**src/rtl/gate_seq_pkg.sv**
```systemverilog
`timescale 1ns/1ps
package gate_seq_pkg;

  typedef enum logic [2:0] {
    ST_IDLE    = 3'd0,
    ST_HIGH    = 3'd1,
    ST_SW_WAIT = 3'd2,
    ST_LOW     = 3'd3,
    ST_DEAD    = 3'd4,
    ST_REFRESH = 3'd5
  } seq_state_e;

  function automatic int cyc_ceil(input int span_ps, input int period_ps);
    int c;
    c = (span_ps + period_ps - 1) / period_ps;
    return (c < 1) ? 1 : c;
  endfunction

endpackage

```
**src/rtl/gate_seq_timer.sv**
```systemverilog
`timescale 1ns/1ps
module gate_seq_timer #(
  parameter int CW = 5
) (
  input  logic          clk_i,
  input  logic          rst_ni,
  input  logic          load_i,
  input  logic [CW-1:0] load_val_i,
  output logic          done_o
);

  logic [CW-1:0] cnt_q;

  always_ff @(posedge clk_i or negedge rst_ni) begin
    if (!rst_ni)              cnt_q <= '0;
    else if (load_i)          cnt_q <= load_val_i;
    else if (cnt_q != '0)     cnt_q <= cnt_q - 1'b1;
  end

  assign done_o = (cnt_q == '0);

endmodule

```
**src/rtl/gate_seq_fsm.sv**
```systemverilog
`timescale 1ns/1ps
module gate_seq_fsm
  import gate_seq_pkg::*;
#(
  parameter int DEAD_CYC       = 7,
  parameter int MIN_OFF_CYC    = 25,
  parameter int SW_TIMEOUT_CYC = 12,
  parameter int CW             = 5
) (
  input  logic clk_i,
  input  logic rst_ni,
  input  logic pwm_i,
  input  logic sw_low_i,
  input  logic bst_ok_i,
  input  logic lowcur_i,
  input  logic shdn_i,
  output logic hs_req_o,
  output logic ls_req_o
);

  localparam logic [CW-1:0] DEAD_LD = CW'(DEAD_CYC - 1);
  localparam logic [CW-1:0] MOFF_LD = CW'(MIN_OFF_CYC - 1);
  localparam logic [CW-1:0] SWTO_LD = CW'(SW_TIMEOUT_CYC - 1);

  seq_state_e    st_q, st_d;
  logic          tmr_done, tmr_load;
  logic [CW-1:0] tmr_val;

  always_comb begin
    st_d = st_q;
    if (shdn_i) begin
      st_d = ST_IDLE;
    end else begin
      unique case (st_q)
        ST_IDLE: if (pwm_i) st_d = bst_ok_i ? ST_HIGH : ST_REFRESH;
        ST_HIGH: if (!pwm_i || !bst_ok_i) st_d = ST_SW_WAIT;
        ST_SW_WAIT: begin
          if (pwm_i && bst_ok_i)          st_d = ST_HIGH;  // low side never on: no dead time
          else if (sw_low_i || tmr_done) begin
            if (!bst_ok_i)                st_d = ST_REFRESH;
            else if (lowcur_i)            st_d = ST_IDLE;
            else                          st_d = ST_LOW;
          end
        end
        ST_LOW: if (pwm_i || lowcur_i) st_d = ST_DEAD;
        ST_DEAD: if (tmr_done) begin
          if (pwm_i) st_d = bst_ok_i ? ST_HIGH : ST_REFRESH;
          else       st_d = ST_IDLE;
        end
        ST_REFRESH: if (tmr_done) st_d = (!pwm_i && !lowcur_i) ? ST_LOW : ST_DEAD;
        default: st_d = ST_IDLE;
      endcase
    end
  end

  // one counter serves every timed state; reload on each state change
  always_comb begin
    tmr_load = (st_d != st_q);
    unique case (st_d)
      ST_DEAD:    tmr_val = DEAD_LD;
      ST_REFRESH: tmr_val = MOFF_LD;
      ST_SW_WAIT: tmr_val = SWTO_LD;
      default:    tmr_val = '0;
    endcase
  end

  gate_seq_timer #(.CW(CW)) u_timer (
    .clk_i      (clk_i),
    .rst_ni     (rst_ni),
    .load_i     (tmr_load),
    .load_val_i (tmr_val),
    .done_o     (tmr_done)
  );

  always_ff @(posedge clk_i or negedge rst_ni) begin
    if (!rst_ni) st_q <= ST_IDLE;
    else         st_q <= st_d;
  end

  assign hs_req_o = (st_q == ST_HIGH);
  assign ls_req_o = (st_q == ST_LOW) || (st_q == ST_REFRESH);

endmodule

```
**src/rtl/gate_interlock.sv**
```systemverilog
`timescale 1ns/1ps
module gate_interlock (
  input  logic hs_req_i,
  input  logic ls_req_i,
  input  logic shdn_i,
  output logic hs_en_o,
  output logic ls_en_o
);

  // conflicting requests drop both gates
  assign hs_en_o = hs_req_i & ~ls_req_i & ~shdn_i;
  assign ls_en_o = ls_req_i & ~hs_req_i & ~shdn_i;

endmodule

```
**src/rtl/buck_gate_seq.sv**
```systemverilog
`timescale 1ns/1ps
module buck_gate_seq
  import gate_seq_pkg::*;
#(
  parameter int CLK_PERIOD_PS  = 8000,
  parameter int DEAD_TIME_PS   = 50000,
  parameter int MIN_OFF_PS     = 200000,
  parameter int SW_TIMEOUT_CYC = 12
) (
  input  logic clk_i,
  input  logic rst_ni,
  input  logic pwm_i,
  input  logic sw_low_i,
  input  logic bst_ok_i,
  input  logic lowcur_i,
  input  logic shdn_i,
  output logic hs_en_o,
  output logic ls_en_o
);

  localparam int DEAD_CYC    = cyc_ceil(DEAD_TIME_PS, CLK_PERIOD_PS);
  localparam int MIN_OFF_CYC = cyc_ceil(MIN_OFF_PS, CLK_PERIOD_PS);
  localparam int SW_TO_CYC   = (SW_TIMEOUT_CYC < 1) ? 1 : SW_TIMEOUT_CYC;
  localparam int MAX_A       = (DEAD_CYC > MIN_OFF_CYC) ? DEAD_CYC : MIN_OFF_CYC;
  localparam int MAX_CYC     = (MAX_A > SW_TO_CYC) ? MAX_A : SW_TO_CYC;
  localparam int CW          = $clog2(MAX_CYC + 1);

  logic hs_req, ls_req;

  gate_seq_fsm #(
    .DEAD_CYC       (DEAD_CYC),
    .MIN_OFF_CYC    (MIN_OFF_CYC),
    .SW_TIMEOUT_CYC (SW_TO_CYC),
    .CW             (CW)
  ) u_fsm (
    .clk_i    (clk_i),
    .rst_ni   (rst_ni),
    .pwm_i    (pwm_i),
    .sw_low_i (sw_low_i),
    .bst_ok_i (bst_ok_i),
    .lowcur_i (lowcur_i),
    .shdn_i   (shdn_i),
    .hs_req_o (hs_req),
    .ls_req_o (ls_req)
  );

  gate_interlock u_ilk (
    .hs_req_i (hs_req),
    .ls_req_i (ls_req),
    .shdn_i   (shdn_i),
    .hs_en_o  (hs_en_o),
    .ls_en_o  (ls_en_o)
  );

endmodule

```
**config.mk**
```make
export PLATFORM = sky130hd
export DESIGN_NAME = buck_gate_seq
export DESIGN_NICKNAME = d
export VERILOG_FILES = /design/src/rtl/gate_seq_pkg.sv /design/src/rtl/gate_seq_timer.sv /design/src/rtl/gate_seq_fsm.sv /design/src/rtl/gate_interlock.sv /design/src/rtl/buck_gate_seq.sv
export SDC_FILE = /design/constraint.sdc
export NUM_CORES = 1
export LEC_CHECK = 0
export BUFFER_PORTS_ARGS = -buffer_cell sky130_fd_sc_hd__buf_2
export CORE_AREA = 10 10 51 53
export DETAILED_ROUTE_END_ITERATION = 8
export DIE_AREA = 0 0 61 63
export PLACE_DENSITY_LB_ADDON = 0.15
export SYNTH_ARGS = -nofsm -noshare
export SYNTH_HDL_FRONTEND = slang
export SYNTH_SLANG_ARGS = --single-unit
```
**constraint.sdc**
```tcl
create_clock -name clk_i -period 2.7 [get_ports clk_i]
set_input_delay 0.405 -clock clk_i [delete_from_list [all_inputs] [get_ports clk_i]]
set_output_delay 0.405 -clock clk_i [all_outputs]
set_load 0.01 [all_outputs]
```
==> results_dict.tcl <==
set metrics [dict create \
    syn2layout_area_growth_pct 21.9 \
    finalCriticalPeriod_ns 2.65 \
    multi_input_area_sq_um 551 \
    postRouteAntennaNets 0 \
    place_area_sq_um 860 \
    cts_buffers 3 \
    clk_pin_slew_ns 0.06 \
    maxCapViolations 0 \
    synthArstFlopShare 1.00 \
    syn_inst 96 \
    clkLatencyLatePin_ns 0.26 \
    maxSlewHeadroom 0.696 \
    die_y_um 63 \
    root_buffer "clkbuf_4" \
    drc 0 \
    synth_warnings 0 \
    critPathRequiredTime_ns 2.83 \
    finalNetCount 126 \
    syn-num-nets 105 \
    cts_sinks 8 \
    timing.fmax_mhz 378 \
    synthTopCellsByCount "11 x nor2_1, 8 x dfrtp_1, 6 x nand2_1, 5 x inv_1" \
    hp-class "input port to asynchronous set/reset pin" \
    core_area_sq_um 1650 \
    wl_per_cell_um 15.9 \
    cts_tree "yes" \
    synth_area_leaders "dfrtp_1 26%, nor2_1 5.3%, xnor2_1 4.5%" \
    drive_gt1_frac 0.278 \
    avgSynthCellArea_sq_um 8.08 \
    status "finished, final reports clean" \
    dr_total_vias 787 \
    ioPinCount 9 \
    worst_slack_ns 0.0539 \
    num_rows 15 \
    synth_top_cell_by_area "dfrtp_1" \
    reg2reg_depth 12 \
    dr.pass1.iters 4 \
    r2r_end "u_fsm.u_timer.cnt_q[3]" \
    synth.distinct_cells 44 \
    ys.flop_type "dfrtp_1" \
    h-tree-depth 1 \
    reg2reg_slack_ns 0.05 \
    syn_area_sq_um 776 \
    synth_edf_count 0 \
    grt_antenna_before_repair 0 \
    finalSetupViolCount 0 \
    peakVddDrop_v 0.000414 \
    hold_viol 0 \
    p_per_area_nw_per_um2 935 \
    post-synth-top-count-cell "nor2_1" \
    path_class "flip-flop to flip-flop" \
    avgViaCountPerCell 5.96 \
    die_area_sq_um 3840 \
    grt_remaining_overflow 0 \
    portBuffers 8 \
    postLayoutCellArea_sq_um 946 \
    initial_core_util 0.470 \
    finalClockSkew_ns 0.00189 \
    finalSetupTns_ns 0 \
    fillerInstances 160 \
    worstMarginPinSlew_ns 0.444 \
    finalPower_uw 885 \
    dp_hpwl_um 1600 \
    critPathLaunchType "flip-flop" \
    crit_path_end_kind "flip-flop" \
    cts_buffer_depth 2 \
    cp_max_fo 7 \
    wl_um 2100 \
    gp_congestion 0.876 \
    ys_ff_latch 8 \
    drt-initial-drc-count 27 \
    synth_top_area_frac 0.258 \
    grt_pass1_vias 749 \
    power.leakage_nw 0.428 \
    die_x_um 61 \
    regArea_sq_um 200 \
    synth.yosys.seq_area_share 0.258 \
    fin_crit_sh 0.980 \
    rr_startpoint "u_fsm.u_timer.cnt_q[0]" \
    arrival_ns 2.77 \
    grt_max_degree 13 \
    insertedDiodeCount 0 \
    dp_slack_ns 0.0645 \
    finalMaxSlewViolations 0 \
    grt_pass1_wl_um 3330 \
    grtUsageTotal 0.106 \
]
## timing repair
item / in CTS / in global routing
resized for setup: 0 / 4
endpoints found under the hold margin: 8 / 0
hold buffers: 1 / 0
endpoints found under the setup margin: 0 / 1
setup buffers: 0 / 5
## how the worst max path moves through the flow
stage	startpoint	endpoint	slack, ns	depth (start not counted)
global placement	u_fsm.u_timer.cnt_q[0]	u_fsm.u_timer.cnt_q[3]	0.15	10
floorplan	u_fsm.u_timer.cnt_q[0]	u_fsm.u_timer.cnt_q[3]	0.29	9
global route	u_fsm.u_timer.cnt_q[1]	u_fsm.u_timer.cnt_q[3]	-0.05	12
detailed placement	u_fsm.u_timer.cnt_q[0]	u_fsm.u_timer.cnt_q[3]	0.06	10
finish	u_fsm.u_timer.cnt_q[0]	u_fsm.u_timer.cnt_q[3]	0.05	12
CTS	u_fsm.u_timer.cnt_q[0]	u_fsm.u_timer.cnt_q[3]	0.06	10
## layout by cell type, fill, tap and decap left out, drive strengths merged, types with 2 or more instances in the layout
cell type  instances
nand2b             2
o21ai              7
clkbuf             3
inv                5
ha                 2
a32oi              2
buf               19
dfrtp              8
xnor2              4
or4b               2
a21o               2
a211o              2
nand3b             2
nand2              6
nor3               4
nor2              12
a21oi              4
nand3              4
nor2b              3
## kinds of logic (layout without fill, tap and decap cells)
kind of cell,Yosys count,after routing,share of synthesized area
AND/OR/NAND/NOR,44,44,0.319
AO/OA/AOI/OAI,27,27,0.268
buffers and inverters,9,28,0.0532
flip-flops,8,8,0.258
XOR/XNOR,5,5,0.0564
adder cells (fa/ha/maj),2,2,0.0323
multiplexers,1,1,0.0129
## per-stage QoR
step / std cells / hold WS [ns] / util
finish: 132 / 0.526 / 0.573
floorplan: 96 / 0.109 / -
global route: 132 / 0.538 / 0.573
global placement: 123 / 0.260 / 0.520
detailed placement: 123 / 0.262 / 0.520
CTS: 127 / 0.521 / 0.540
## critical path: stages, from the launching register on
cell	delay, ns
dfrtp_1	0.35
inv_1	0.06
ha_2	0.19
nor4b_4	0.12
buf_4	0.17
buf_4	0.13
nor2_1	0.14
o21ai_0	0.14
a22oi_2	0.31
o311ai_4	0.16
buf_4	0.17
mux2i_1	0.10
or4b_1	0.47
## registers in the layout, indices dropped and copies added, names as in the netlist
signal / count
u_fsm.u_timer.cnt_q: 5
u_fsm.st_q: 3
## layout make-up
cell class,count,share of cell area
multi-input cells,79,0.582
clock buffers,3,0.0238
repair buffers,20,0.140
inverters,5,0.0198
well taps,17,0.0225
flip-flops and latches,8,0.212
## power breakdown
part | internal, mW | total, mW | switching (mW)
registers | 0.159 | 0.213 | 0.0540
clock network | 0.0510 | 0.0942 | 0.0432
logic | 0.294 | 0.577 | 0.283
total | 0.504 | 0.885 | 0.381
## metal layers
metal | GRT usage | part of all wire
met2 | 0.173 | 0.53
met3 | 0.0407 | 0.049
met4 | 0.0220 | 0.0095
met5 | 0 | 0
met1 | 0.125 | 0.41
No activity file was read; power rests on OpenSTA's default activity.
